[src/rtl/rtc_alarm_pkg.sv]
package rtc_alarm_pkg;

   typedef enum logic [1:0] {
      AM_OFF     = 2'b00,
      AM_DAILY   = 2'b01,
      AM_WEEKDAY = 2'b10,
      AM_DATED   = 2'b11
   } alarm_mode_e;

   localparam logic [7:0] BCD_TOP     = 8'h99;
   localparam logic [7:0] DATE_MASK   = 8'h3F;
   localparam logic [7:0] MONTH_MASK  = 8'h1F;

   function automatic logic [7:0] bcd_inc(input logic [7:0] v);
      if (v[3:0] >= 4'd9) return {v[7:4] + 4'd1, 4'd0};
      return {v[7:4], v[3:0] + 4'd1};
   endfunction

endpackage

[src/rtl/rtc_alarm_match.sv]
module rtc_alarm_match
   import rtc_alarm_pkg::*;
#(
   parameter int DW    = 8,
   parameter int WDAYS = 7
) (
   input  logic          clk,
   input  logic          rst_n,
   input  logic          active,
   input  alarm_mode_e   mode,
   input  logic          tmr_alarm_on,
   input  logic [DW-1:0] cnt_centi, cnt_sec, cnt_min, cnt_hour, cnt_ydate, cnt_wmon,
   input  logic [DW-1:0] al_centi, al_sec, al_min, al_hour, al_ydate, al_wmon,
   input  logic [DW-1:0] tmr_q,
   input  logic [DW-1:0] al_tmr,
   output logic          hit
);
   logic time_eq, date_eq, wday_ok, clk_now, clk_q, tmr_now, tmr_q_eq;
   logic [2:0] wd;

   assign wd      = cnt_wmon[DW-1 -: 3];
   assign time_eq = (cnt_centi == al_centi) && (cnt_sec == al_sec) &&
                    (cnt_min == al_min) && (cnt_hour == al_hour);
   assign date_eq = (((cnt_ydate ^ al_ydate) & DATE_MASK) == '0) &&
                    (((cnt_wmon ^ al_wmon) & MONTH_MASK) == '0);
   assign wday_ok = (int'(wd) < WDAYS) && al_wmon[wd];

   always_comb begin
      unique case (mode)
         AM_DAILY:   clk_now = active && time_eq;
         AM_WEEKDAY: clk_now = active && time_eq && wday_ok;
         AM_DATED:   clk_now = active && time_eq && date_eq;
         default:    clk_now = 1'b0;
      endcase
   end

   assign tmr_now = active && tmr_alarm_on && (tmr_q == al_tmr);

   always_ff @(posedge clk or negedge rst_n) begin
      if (!rst_n) begin
         clk_q    <= 1'b0;
         tmr_q_eq <= 1'b0;
      end else begin
         clk_q    <= clk_now;
         tmr_q_eq <= tmr_now;
      end
   end

   assign hit = (clk_now && !clk_q) || (tmr_now && !tmr_q_eq);
endmodule

[src/rtl/rtc_bcd_timer.sv]
module rtc_bcd_timer
   import rtc_alarm_pkg::*;
#(
   parameter int DW = 8
) (
   input  logic          clk,
   input  logic          rst_n,
   input  logic          step,
   input  logic          ld,
   input  logic [DW-1:0] ld_val,
   output logic [DW-1:0] q,
   output logic          wrap
);
   assign wrap = step && !ld && (q == BCD_TOP);

   always_ff @(posedge clk or negedge rst_n) begin
      if (!rst_n)    q <= '0;
      else if (ld)   q <= ld_val;
      else if (wrap) q <= '0;
      else if (step) q <= bcd_inc(q);
   end
endmodule

[src/rtl/rtc_calib_wave.sv]
module rtc_calib_wave #(
   parameter int HALF_TICKS = 50
) (
   input  logic clk,
   input  logic rst_n,
   input  logic tick,
   output logic wave
);
   localparam int CW = (HALF_TICKS > 1) ? $clog2(HALF_TICKS) : 1;
   localparam logic [CW-1:0] LAST = CW'(HALF_TICKS - 1);

   logic [CW-1:0] cnt;

   always_ff @(posedge clk or negedge rst_n) begin
      if (!rst_n) begin
         cnt  <= '0;
         wave <= 1'b1;
      end else if (tick) begin
         if (cnt == LAST) begin
            cnt  <= '0;
            wave <= !wave;
         end else begin
            cnt <= cnt + 1'b1;
         end
      end
   end
endmodule

[src/rtl/rtc_alarm_irq.sv]
module rtc_alarm_irq
   import rtc_alarm_pkg::*;
#(
   parameter int DW         = 8,
   parameter int WDAYS      = 7,
   parameter int HALF_TICKS = 50,
   parameter bit SET_WINS   = 1'b1
) (
   input  logic          clk,
   input  logic          rst_n,
   input  logic          alarm_en,
   input  logic [7:0]    acr,
   input  logic          tick_centi,
   input  logic          tick_sec,
   input  logic          tick_min,
   input  logic          tick_hour,
   input  logic          tick_day,
   input  logic [DW-1:0] cnt_centi,
   input  logic [DW-1:0] cnt_sec,
   input  logic [DW-1:0] cnt_min,
   input  logic [DW-1:0] cnt_hour,
   input  logic [DW-1:0] cnt_ydate,
   input  logic [DW-1:0] cnt_wmon,
   input  logic [DW-1:0] al_centi,
   input  logic [DW-1:0] al_sec,
   input  logic [DW-1:0] al_min,
   input  logic [DW-1:0] al_hour,
   input  logic [DW-1:0] al_ydate,
   input  logic [DW-1:0] al_wmon,
   input  logic [DW-1:0] al_tmr,
   input  logic          tmr_ld,
   input  logic [DW-1:0] tmr_ld_val,
   input  logic [1:0]    flag_clr,
   output logic [DW-1:0] tmr_q,
   output logic          tmr_flag,
   output logic          alm_flag,
   output logic          int_n
);
   if (DW != 8) begin : g_bad_dw
      $error("rtc_alarm_irq: DW must be 8 for BCD bytes");
   end
   if (WDAYS < 1 || WDAYS > 8) begin : g_bad_wdays
      $error("rtc_alarm_irq: WDAYS out of range");
   end
   if (HALF_TICKS < 2) begin : g_bad_half
      $error("rtc_alarm_irq: HALF_TICKS must be at least 2");
   end

   logic tmr_step, sel_step, wrap, hit, wave;
   logic irq_req;

   always_comb begin
      unique case (acr[2:0])
         3'd1:    sel_step = tick_centi;
         3'd2:    sel_step = tick_sec;
         3'd3:    sel_step = tick_min;
         3'd4:    sel_step = tick_hour;
         3'd5:    sel_step = tick_day;
         default: sel_step = 1'b0;
      endcase
   end
   assign tmr_step = alarm_en ? sel_step : tick_day;

   rtc_bcd_timer #(.DW(DW)) u_timer (
      .clk(clk), .rst_n(rst_n), .step(tmr_step), .ld(tmr_ld),
      .ld_val(tmr_ld_val), .q(tmr_q), .wrap(wrap)
   );

   rtc_alarm_match #(.DW(DW), .WDAYS(WDAYS)) u_match (
      .clk(clk), .rst_n(rst_n), .active(alarm_en),
      .mode(alarm_mode_e'(acr[5:4])), .tmr_alarm_on(acr[6]),
      .cnt_centi(cnt_centi), .cnt_sec(cnt_sec), .cnt_min(cnt_min),
      .cnt_hour(cnt_hour), .cnt_ydate(cnt_ydate), .cnt_wmon(cnt_wmon),
      .al_centi(al_centi), .al_sec(al_sec), .al_min(al_min),
      .al_hour(al_hour), .al_ydate(al_ydate), .al_wmon(al_wmon),
      .tmr_q(tmr_q), .al_tmr(al_tmr), .hit(hit)
   );

   rtc_calib_wave #(.HALF_TICKS(HALF_TICKS)) u_wave (
      .clk(clk), .rst_n(rst_n), .tick(tick_centi), .wave(wave)
   );

   if (SET_WINS) begin : g_set_wins
      always_ff @(posedge clk or negedge rst_n) begin
         if (!rst_n) begin
            tmr_flag <= 1'b0;
            alm_flag <= 1'b0;
         end else begin
            if (wrap)             tmr_flag <= 1'b1;
            else if (flag_clr[0]) tmr_flag <= 1'b0;
            if (hit)              alm_flag <= 1'b1;
            else if (flag_clr[1]) alm_flag <= 1'b0;
         end
      end
   end else begin : g_clr_wins
      always_ff @(posedge clk or negedge rst_n) begin
         if (!rst_n) begin
            tmr_flag <= 1'b0;
            alm_flag <= 1'b0;
         end else begin
            if (flag_clr[0]) tmr_flag <= 1'b0;
            else if (wrap)   tmr_flag <= 1'b1;
            if (flag_clr[1]) alm_flag <= 1'b0;
            else if (hit)    alm_flag <= 1'b1;
         end
      end
   end

   assign irq_req = (alm_flag && acr[7]) || (tmr_flag && acr[3]);
   assign int_n   = alarm_en ? !irq_req : wave;
endmodule

[config.mk]
export PLATFORM = sky130hd
export DESIGN_NAME = rtc_alarm_irq
export DESIGN_NICKNAME = d
export VERILOG_FILES = /design/src/rtl/rtc_alarm_pkg.sv /design/src/rtl/rtc_alarm_match.sv /design/src/rtl/rtc_bcd_timer.sv /design/src/rtl/rtc_calib_wave.sv /design/src/rtl/rtc_alarm_irq.sv
export SDC_FILE = /design/constraint.sdc
export NUM_CORES = 1
export LEC_CHECK = 0
export BUFFER_PORTS_ARGS = -buffer_cell sky130_fd_sc_hd__buf_2
export CAP_MARGIN = 20
export CORE_UTILIZATION = 30
export DETAILED_ROUTE_END_ITERATION = 12
export PLACE_DENSITY = 0.72
export SLEW_MARGIN = 20
export SYNTH_ARGS = -nofsm -noshare
export SYNTH_HDL_FRONTEND = slang
export SYNTH_SLANG_ARGS = --single-unit
[constraint.sdc]
create_clock -name clk -period 1.9 [get_ports clk]
set_input_delay 0.095 -clock clk [delete_from_list [all_inputs] [get_ports clk]]
set_output_delay 0.095 -clock clk [all_outputs]
set_load 0.005 [all_outputs]
# After elaboration in Yosys (flattened, before gate mapping)
# Cells that the tools add are included.
# W data, S select, Z words.
# classes
add_sub_neg	3
magnitude_cmp	3
eq_ne	15
mux	20
n_bitwise	2
n_reduce_logical	31
# op_table
operator	count
$eq A8 B8 Y1	5
$mux W8	5
$logic_and A1 B1 Y1	16
$logic_not A8 Y1	2
$mux W1	11
$add A4 B1 Y4 const B	2
$eq A8 B8 Y1 const B	1
$add A6 B1 Y6 const B	1
$eq A3 B2 Y1 const B	2
$eq A3 B3 Y1 const B	2
$eq A6 B6 Y1 const B	1
$mux W6	1
$reduce_bool A3 Y1	2
$xor A6 B6 Y6	1
$logic_not A1 Y1	5
$pmux W1 S5	1
$xor A5 B5 Y5	1
$eq A2 B2 Y1 const B	2
$ge A4 B4 Y1 const B	1
$lt A3 B4 Y1 const B	1
$reduce_and A2 Y1	2
$reduce_bool A2 Y1	2
$bmux W1 S3	1
$eq A3 B1 Y1 const B	1
4 further kinds	5
# totals
ff_bits	19
in_bits	131
wordCells	82

# Longest topological paths before layout
# Gate-level depths: netlist of the first run.
# depth
word_depth	11
depth_mapped	8
mapped_depth_nobuf	8

# Modules after synthesis
# Synthesis of the first run repeated with hierarchy kept, for this count alone.
# unflattened
hier_cells	202
hier_area_um2	1821.7
# modules_own_cells
mod	n_inst	cells_per_inst	area_each_um2	seq_area_each_um2
rtc_alarm_match	1	84	714.4	50.0
rtc_bcd_timer	1	69	606.8	200.2
rtc_calib_wave	1	33	359.1	176.4
rtc_alarm_irq	1	16	141.4	50.0

# Worst setup path after synthesis of the first run
# OpenSTA, ideal clock, no wires.
# synth_path
path_type	flip-flop to flip-flop
from	register u_timer.q[0]
to	register u_timer.q[7]
setup_time_ps	90
arrival_ps	1657
required_time_ps	1810
slack_ps	153
path_stages_with_launch	9
period_less_slack_ps	1747
path_cell_list	dfrtp_1 -> inv_1 -> ha_1 -> clkinv_1 -> o31ai_1 -> o21ba_1 -> buf_2 -> a31oi_1 -> o221ai_1
# synth_between
elab_chain_cells	7
elab_cells_between_ends	12
# synth_rtl
element	line	text
from (decl)	rtc_bcd_timer.sv:11	output logic [DW-1:0] q,
from (signal assigned)	rtc_bcd_timer.sv:18	else if (ld) q <= ld_val;
from (signal assigned)	rtc_bcd_timer.sv:20	else if (step) q <= bcd_inc(q);
$ge A4 B4 Y1	rtc_alarm_pkg.sv:15	if (v[3:0] >= 4'd9) return {v[7:4] + 4'd1, 4'd0};
$mux W1	rtc_alarm_pkg.sv:15	
$mux W1	rtc_bcd_timer.sv:20	
$mux W1	rtc_bcd_timer.sv:19	else if (wrap) q <= '0;
$mux W1	rtc_bcd_timer.sv:18	
$reduce_bool A3 Y1 (no source line)	n/a	
$reduce_and A2 Y1 (no source line)	n/a	
# Several ways; a longest one is shown, not always the timed one. The select of a mux whose other input is x is not followed.
# A chain may end at the register's enable or synchronous reset.

# Worst setup path after layout of the first run
# layout_path
from	register u_timer.q[1]
to	register u_timer.q[7]
# Same word-level chain as after synthesis.

==> results_dict.tcl, run 1 <==
set metrics [dict create \
    drt_first_pass_iters 6 \
    yosysWarnings 0 \
    ant_nets 0 \
    met3_usage 0.0345 \
    insertion_delay_ps 260 \
    grtUsageMet2 0.330 \
    post-dp-hpwl_um 4400 \
    grt_max_degree 20 \
    worst_ep_arrival_time_ps 1880 \
    grt_pass1_wl_um 8050 \
    p_leak_nw 1.31 \
    final_cell_mix "buf_2 (136), xor2_1 (31), xnor2_1 (25), dfrtp_1 (18), nand2_1 (15)" \
    fin_ws_ps 149 \
    syn_avg_cell_area_um2 8.84 \
    fillers 561 \
    grt_util_met1 0.176 \
    critPathMaxFanout 6 \
    cts_max_level 1 \
    ios 142 \
    drive_gt1_frac 0.458 \
    crit_path_end_kind "flop" \
    clockBufferDepth 2 \
    drt_wl_total_um 5200 \
    ys_seq_elements 19 \
    first_global_vias 1842 \
    io_buffers 136 \
    final_common_cell "buf_2" \
    num_vias 1944 \
    place_congestion 0.851 \
    worst-path-buf-inv 1 \
    finalNetCount 482 \
    fmax_mhz 571 \
    rsz0062_at_grt "false" \
    syn_area_um2 1770 \
    num_rows 27 \
    cts_tree "done" \
    fin_crit_ps 1750 \
    grt_usage 0.167 \
    holdWs_ps 36.9 \
    netlist.area_leader.share 0.255 \
    synthTopCellsByArea "dfrtp_1 (25%), xor2_1 (15%), xnor2_1 (12%)" \
    max_cap_violations 0 \
    hold_viol_final 0 \
    cts.clk_slew.worst_paths_ps 70 \
    period_share 0.922 \
    die_w_um 78.8 \
    diodes 0 \
    antenna_found_initial 0 \
    power_density_nw_per_um2 587 \
    first_iter_violations 45 \
    drc 0 \
    start_util 0.315 \
    syn2layout_area_growth_pct 48.5 \
    synth_top_area_cell "dfrtp_1" \
    synthCells 200 \
    drv_slew 0 \
    crit_path_top_delay_cell "dfrtp_1" \
    ys.flop_type "dfrtp_1" \
    numCtsBuffers 3 \
    dp_cells 409 \
    synth_edf_count 0 \
    min_path_type "in2reg" \
    viasPerCell 4.68 \
    crit_required_ps 2020 \
    coreArea_um2 5610 \
    setup_viol 0 \
    syn_nets 338 \
    overflow 0 \
    wl_per_cell_um 12.5 \
    vdd_drop_max_mv 0.410 \
    async_reset_ff_frac 1.00 \
    finalNonFillerCells 415 \
    status "finished clean" \
    max_slew_margin 0.702 \
    fin_setup_tns_ps 0 \
    place_ws_ps 84.2 \
    crit_family "simple AND/OR/NAND/NOR gates" \
    critical-path-max-stage-delay_ps 380 \
    worstPathCellList "inv_1 -> ha_1 -> and4b_1 -> nand3_1 -> or3_4 -> a31oi_1 -> o221ai_1" \
    busiest_layer "met2" \
    worstSetupPathType "reg2reg" \
    cts_root_buffer "clkbuf_8" \
    skew_ps 1.47 \
    tightest_slew_ps 448 \
    yosysSeqAreaShare 0.270 \
    die_area_um2 6200 \
    cts.sinks 19 \
    cp-start-kind "flop" \
    die_h_um 78.8 \
    ys_types 45 \
    final_util 0.468 \
]
-- stage by stage --
stage	power [W]	area, µm²
2_1_floorplan	0.000978	1770
3_3_place_gp	0.00124	2550
3_5_place_dp	0.00126	2550
4_1_cts	0.00156	2620
5_1_grt	0.00167	2630
6_report	0.00154	2630
-- metal layers --
layer,vias up,share of wire
li1,991,-
met1,859,0.39
met2,88,0.51
met3,6,0.083
met4,0,0.015
met5,-,0
-- Yosys cell counts (5+ instances only) --
library cell  count
nor4_1            8
nand3_1           7
xnor2_1          25
a21oi_1           7
dfrtp_1          18
ha_1              7
nor2_1           13
nand4_1           8
inv_1            12
o21ai_1           5
nand2_1          15
xor2_1           31
-- cell families (layout without fill, tap and decap cells) --
group | count (synthesis) | after routing | share of synthesized area
muxes | 4 | 4 | 0.0304
xor gates and xnor gates | 56 | 56 | 0.277
and+or+nand+nor | 64 | 64 | 0.193
DFF | 19 | 19 | 0.270
AOI/OAI and AO/OA | 33 | 33 | 0.140
adders and majority gates | 7 | 7 | 0.0495
buffers and inverters | 17 | 160 | 0.0396
-- registers in the layout, indices dropped and copies added (netlist names) --
signal / cells
u_timer.q: 8
u_wave.cnt: 6
alm_flag: 1
tmr_flag: 1
u_match.clk_q: 1
u_match.tmr_q_eq: 1
u_wave.wave: 1
-- worst min-delay path: stages --
cell and delay (ps):
buf_2 70, nand2_1 40, nand2_1 50
-- worst paths after layout --
kind                            cells after the start  slack, ps                      start                         to
worst max-delay path                                7        150   u_timer.q[1]$_DFFE_PN0P_   u_timer.q[7]$_DFFE_PN0P_
worst min-delay path                                3         40              tmr_ld_val[3]   u_timer.q[3]$_DFFE_PN0P_
worst max register to register                      7        150   u_timer.q[1]$_DFFE_PN0P_   u_timer.q[7]$_DFFE_PN0P_
worst min register to register                      1        480  u_wave.cnt[5]$_DFFE_PN0P_  u_wave.cnt[5]$_DFFE_PN0P_
max in group asynchronous                           2       1250                      rst_n    u_wave.wave$_DFFE_PN1P_
min in group asynchronous                           2        320                      rst_n  u_wave.cnt[3]$_DFFE_PN0P_
-- cell type report --
type	instances	area [µm²]	share of cell area
Multi-Input combinational cell	164	1230	0.467
Timing Repair Buffer	143	738	0.281
Sequential cell	19	477	0.182
Tap cell	72	90.1	0.0343
Inverter	13	48.8	0.0186
Clock buffer	3	41.3	0.0157
Clock inverter	1	5.00	0.00191
-- power by group --
part           switching, W  leakage (nW)  internal (W)  total (W)
registers          0.000124         0.233      0.000508   0.000632
logic              0.000281          1.05      0.000338   0.000619
clock network      0.000144        0.0255      0.000146   0.000290
total              0.000549          1.31      0.000992    0.00154
-- repair_timing --
item / 4_1_cts / 5_1_grt
hold buffers: 2 / 0
setup endpoints to repair: 0 / 4
endpoints found under the hold margin: 19 / 0
buffers inserted: 0 / 0
resized for setup: 0 / 2
(Power assumes the default switching activity.)
==> run 2: changes to the inputs <==
==> constraint.sdc (replaced) <==
create_clock -name clk -period 1.9 [get_ports clk]
set_input_delay 0.285 -clock clk [delete_from_list [all_inputs] [get_ports clk]]
set_output_delay 0.285 -clock clk [all_outputs]
set_load 0.005 [all_outputs]
==> results_dict.tcl, run 2 (same netlist as run 1, synthesis figures left out) <==
set metrics [dict create \
    grt_usage 0.169 \
    hold_depth 2 \
    cts_max_level 1 \
    numCtsBuffers 3 \
    r2r-end "u_timer.q[7]$_DFFE_PN0P_" \
    drt_wl_total_um 5190 \
    syn2layout_area_growth_pct 48.9 \
    cts_root_buffer "clkbuf_8" \
    clockBufferDepth 2 \
    post_cts_buffers 0 \
    postPlaceCellArea_um2 2580 \
    power_density_nw_per_um2 585 \
    drive_gt1_frac 0.458 \
    critPathMaxFanout 6 \
    insertion_delay_ps 260 \
    grt_max_degree 20 \
    crit_path_top_delay_cell "or3_1" \
    place_congestion 0.873 \
    largest_reg_flops 8 \
    design_area_um2 2630 \
    first_global_vias 1853 \
    diodes 0 \
    vdd_drop_max_mv 0.424 \
    power_frac_comb 0.405 \
    grt_pass1_wl_um 8210 \
    io_buffers 136 \
    crit_family "simple AND/OR/NAND/NOR gates" \
    skew_ps 3.76 \
    drc 0 \
    post-dp-hpwl_um 4390 \
    die_w_um 78.8 \
    die_h_um 78.8 \
    tightest_slew_ps 459 \
    largestRegisters "u_timer.q x8, u_wave.cnt x6" \
    holdWs_ps 194 \
    p_leak_nw 1.32 \
    clockPowerShare 0.186 \
    setup_viol 0 \
    max_cap_violations 0 \
    status "finished clean" \
    coreArea_um2 5610 \
    worst_ep_arrival_time_ps 1900 \
    min-delay-start "flag_clr[0]" \
    fmax_mhz 566 \
    antenna_found_initial 0 \
    final_common_cell "buf_2" \
    first_iter_violations 50 \
    final_util 0.469 \
    regMostFlops "u_timer.q" \
    switching_share 0.352 \
    worstSetupPathType "reg2reg" \
    hold_viol_final 0 \
    r2r_setup_slack_ps 130 \
    min_path_type "in2reg" \
    ant_nets 0 \
    wl_per_cell_um 12.4 \
    finalNonFillerCells 417 \
    critical-path-max-stage-delay_ps 430 \
    reg2reg_depth 7 \
    cts.sinks 19 \
    start_util 0.315 \
    fin_crit_ps 1770 \
    final_cell_mix "buf_2 (136), xor2_1 (31), xnor2_1 (25), dfrtp_1 (18), nand2_1 (15)" \
    worstPathCellList "inv_1 -> ha_1 -> and4b_1 -> nand3_1 -> or3_1 -> a31oi_1 -> o221ai_1" \
    rsz0062_at_grt "false" \
    period_share 0.930 \
    internal_power_w 0.000999 \
    ios 142 \
    overflow 0 \
    num_vias 1956 \
    cp-start-kind "flop" \
    drv_slew 0 \
    crit_path_end_kind "flop" \
    fin_setup_tns_ps 0 \
    worst-path-buf-inv 1 \
    min_to "tmr_flag$_DFFE_PN0P_" \
    viasPerCell 4.69 \
    num_rows 27 \
    die_area_um2 6200 \
    drt_first_pass_iters 4 \
    dp_cells 412 \
    cts.clk_slew.worst_paths_ps 70 \
    r2r_start "u_timer.q[1]$_DFFE_PN0P_" \
    max_slew_margin 0.694 \
    seqPwrFrac 0.409 \
    power_switching_w 0.000542 \
    finalNetCount 484 \
    crit_required_ps 2030 \
    cts_tree "done" \
]
[run 2: changes by cell type in the layout (fill, tap and decap cells not counted), sizes merged]
| cell | change |
|---|---|
| buf | +3 |
| clkbuf | +1 |
| clkinv | -1 |
| dlygate4sd3 | -1 |
[run 2: what timing repair did]
| item | 4_1_cts | 5_1_grt |
|---|---|---|
| resized for setup | 0 | 1 |
| endpoints found under the setup margin | 0 | 1 |
| endpoints found under the hold margin | 18 | 0 |
| hold buffers | 1 | 0 |
[run 2: power by group through the flow]
stage                     clock, W  combinational (W)  sequential (W)
after floorplan                  0           0.000356        0.000622
after global placement           0           0.000612        0.000636
after CTS                 0.000301           0.000633        0.000632
after global routing      0.000316           0.000714        0.000652
final                     0.000286           0.000625        0.000630
after detailed placement         0           0.000626        0.000640
[run 2: worst reg2reg max path: stages, from the launching register on]
cell,delay (ps)
dfrtp_1,380
inv_1,80
ha_1,190
and4b_1,200
nand3_1,70
or3_1,430
a31oi_1,180
o221ai_1,120
[run 2: worst max path at each step]
stage	from	end	cells past startpoint
5_1_grt	u_timer.q[1]$_DFFE_PN0P_	u_timer.q[5]$_DFFE_PN0P_	7
6_report	u_timer.q[1]$_DFFE_PN0P_	u_timer.q[7]$_DFFE_PN0P_	7
2_1_floorplan	u_timer.q[0]$_DFFE_PN0P_	u_timer.q[7]$_DFFE_PN0P_	8
4_1_cts	u_timer.q[1]$_DFFE_PN0P_	u_timer.q[5]$_DFFE_PN0P_	7
3_3_place_gp	cnt_wmon[5]	alm_flag$_DFFE_PN0P_	6
3_5_place_dp	cnt_wmon[5]	alm_flag$_DFFE_PN0P_	6
[run 2: cell type report]
class	instances	area (µm²)
multi-input cells	164	1220
well taps	72	90.1
fillers	564	2980
clock buffers	4	45.0
flip-flops and latches	19	477
inverters	13	48.8
repair buffers	145	751
[run 2: per-layer routing]
| metal | GRT usage | routed length (µm) |
|---|---|---|
| met4 | 0.0370 | 57 |
| met5 | 0 | 0 |
| met2 | 0.327 | 2640 |
| met3 | 0.0402 | 506 |
| met1 | 0.185 | 1990 |
[run 2: per-stage QoR]
step                setup slack [ps]  power, W
floorplan                        153  0.000978
global placement                 103   0.00125
finish                           133   0.00154
global route                    27.7   0.00168
CTS                              116   0.00157
detailed placement              83.9   0.00127
==> run 3: changes to the inputs <==
--- a/config.mk
+++ b/config.mk
@@ -5,11 +5,12 @@
 export SDC_FILE = /design/constraint.sdc
 export NUM_CORES = 1
 export LEC_CHECK = 0
+export ABC_AREA = 1
 export BUFFER_PORTS_ARGS = -buffer_cell sky130_fd_sc_hd__buf_2
 export CAP_MARGIN = 20
 export CORE_UTILIZATION = 30
 export DETAILED_ROUTE_END_ITERATION = 12
-export PLACE_DENSITY = 0.72
+export PLACE_DENSITY = 0.68
 export SLEW_MARGIN = 20
 export SYNTH_ARGS = -nofsm -noshare
 export SYNTH_HDL_FRONTEND = slang
==> results_dict.tcl, run 3 <==
set metrics [dict create \
    num_rows 31 \
    hold_viol_final 0 \
    synth_edf_count 0 \
    status "finished clean" \
    synth_top_area_cell "nand2_1" \
    worst-path-buf-inv 4 \
    period_share 0.859 \
    post-dp-hpwl_um 5270 \
    async_reset_ff_frac 1.00 \
    grt_max_degree 20 \
    io_buffers 136 \
    num_vias 2703 \
    r2r-end "u_timer.q[7]$_DFFE_PN0P_" \
    syn2layout_area_growth_pct 37.6 \
    grt_usage 0.155 \
    drive_gt1_frac 0.294 \
    numCtsBuffers 3 \
    insertion_delay_ps 260 \
    critical-path-max-stage-delay_ps 400 \
    p_leak_nw 1.96 \
    cp.depth 10 \
    fmax_mhz 613 \
    grt_pass1_wl_um 9720 \
    max_cap_violations 0 \
    critPathMaxFanout 5 \
    r2r_setup_slack_ps 270 \
    hold_depth 2 \
    tightest_slew_ps 454 \
    seqPwrFrac 0.383 \
    final_common_cell "buf_2" \
    first_global_vias 2397 \
    startpoint "u_timer.q[1]$_DFFE_PN0P_" \
    syn_area_um2 2230 \
    crit_path_end_kind "flop" \
    rsz0062_at_grt "false" \
    coreArea_um2 7210 \
    switching_share 0.393 \
    viasPerCell 4.29 \
    cp-start-kind "flop" \
    diodes 0 \
    setup_viol 0 \
    drt_wl_total_um 5980 \
    final_util 0.425 \
    regArea_um2 477 \
    hold_buffers 1 \
    netlist.area_leader.share 0.226 \
    syn_nets 530 \
    fillers 812 \
    clockPowerShare 0.173 \
    drc 0 \
    crit_family "simple AND/OR/NAND/NOR gates" \
    die_w_um 88.1 \
    drt_first_pass_iters 4 \
    overflow 0 \
    cp-endpoint "u_timer.q[7]$_DFFE_PN0P_" \
    largest_reg_flops 8 \
    power_density_nw_per_um2 548 \
    ys_seq_elements 19 \
    fin_setup_tns_ps 0 \
    cts_tree "done" \
    power_frac_comb 0.444 \
    die_area_um2 7770 \
    crit_required_ps 2050 \
    antenna_found_initial 0 \
    place_congestion 0.775 \
    largestRegisters "u_timer.q x8, u_wave.cnt x6" \
    worst_ep_arrival_time_ps 1790 \
    start_util 0.309 \
    max_slew_margin 0.697 \
    r2r_start "u_timer.q[1]$_DFFE_PN0P_" \
    design_area_um2 3060 \
    drv_slew 0 \
    cts_resized 0 \
    synthMostInstantiatedCell "nand2_1" \
    worstPathCellList "inv_1 -> ha_1 -> inv_1 -> a31oi_2 -> nor2_1 -> inv_2 -> nand2_4 -> inv_2 -> nand2_1 -> nand2_1" \
    clockBufferDepth 2 \
    reg2reg_depth 10 \
    syn_avg_cell_area_um2 5.68 \
    yosysWarnings 0 \
    die_h_um 88.1 \
    ys.flop_type "dfrtp_1" \
    cts.sinks 19 \
    cts_root_buffer "clkbuf_8" \
    fin_crit_ps 1630 \
    ys_types 32 \
    synth_commonest_cells "nand2_1 (134), inv_1 (90), nor2_1 (44)" \
    multi_input_area_um2 1380 \
    synthCells 392 \
    first_iter_violations 70 \
    cts.clk_slew.worst_paths_ps 80 \
    power_switching_w 0.000659 \
    ant_nets 0 \
    final_cell_mix "buf_2 (136), nand2_1 (134), inv_1 (90), nor2_1 (44), nand3_1 (25)" \
    cts_max_level 1 \
    worstSetupPathType "reg2reg" \
    wl_per_cell_um 9.50 \
    yosysSeqAreaShare 0.214 \
    regMostFlops "u_timer.q" \
    crit_path_top_delay_cell "dfrtp_1" \
    synthTopCellsByArea "nand2_1 (23%), dfrtp_1 (20%), inv_1 (15%)" \
    skew_ps 7.46 \
    vdd_drop_max_mv 0.211 \
    power_w 0.00168 \
    finalNetCount 670 \
    internal_power_w 0.00102 \
    post_cts_buffers 0 \
    postPlaceCellArea_um2 3010 \
    ios 142 \
    min_path_type "in2reg" \
]
[run 3: how the worst min path moves through the flow]
stage,from,endpoint,slack (ps)
3_3_place_gp,rst_n,u_match.tmr_q_eq$_DFF_PN0_,260
3_5_place_dp,rst_n,u_timer.q[1]$_DFFE_PN0P_,270
2_1_floorplan,rst_n,alm_flag$_DFFE_PN0P_,-10
5_1_grt,flag_clr[0],tmr_flag$_DFFE_PN0P_,210
4_1_cts,flag_clr[0],tmr_flag$_DFFE_PN0P_,210
6_report,flag_clr[0],tmr_flag$_DFFE_PN0P_,210
[run 3: layout make-up]
cell class / instances / share of cell area
inverter: 93 / 0.114
multi-input combinational: 278 / 0.450
sequential: 19 / 0.156
tap: 99 / 0.0404
clock buffer: 4 / 0.0147
timing repair buffer: 137 / 0.225
[run 3: stage by stage]
stage	std cells	hold slack (ps)	setup WS, ps
after floorplan	392	-10.6	485
after global placement	625	257	372
after detailed placement	625	265	294
after CTS	630	206	275
after global routing	630	213	133
final	630	209	268
[run 3: metal layers]
metal / vias up / part of all wire / track usage
li1: 1449 / - / -
met2: 75 / 0.51 / 0.292
met3: 6 / 0.047 / 0.0198
met1: 1173 / 0.44 / 0.188
met4: 0 / 0.0085 / 0.0323
met5: - / 0 / 0
[run 3: cell families (layout without fill, tap and decap cells)]
family,count (synthesis),in the layout,synth area share
AND/OR/NAND/NOR,227,227,0.436
flip-flops,19,19,0.214
buffers and inverters,95,234,0.167
XOR/XNOR,18,18,0.0708
adder cells (fa/ha/maj),7,7,0.0393
AO/OA/AOI/OAI,26,26,0.0731
[run 3: power groups by stage]
stage               Combinational, W  Clock [W]  Sequential, W
global route                0.000867   0.000317       0.000660
global placement            0.000725          0       0.000643
floorplan                   0.000469          0       0.000625
detailed placement          0.000746          0       0.000650
finish                      0.000745   0.000290       0.000642
CTS                         0.000753   0.000298       0.000642
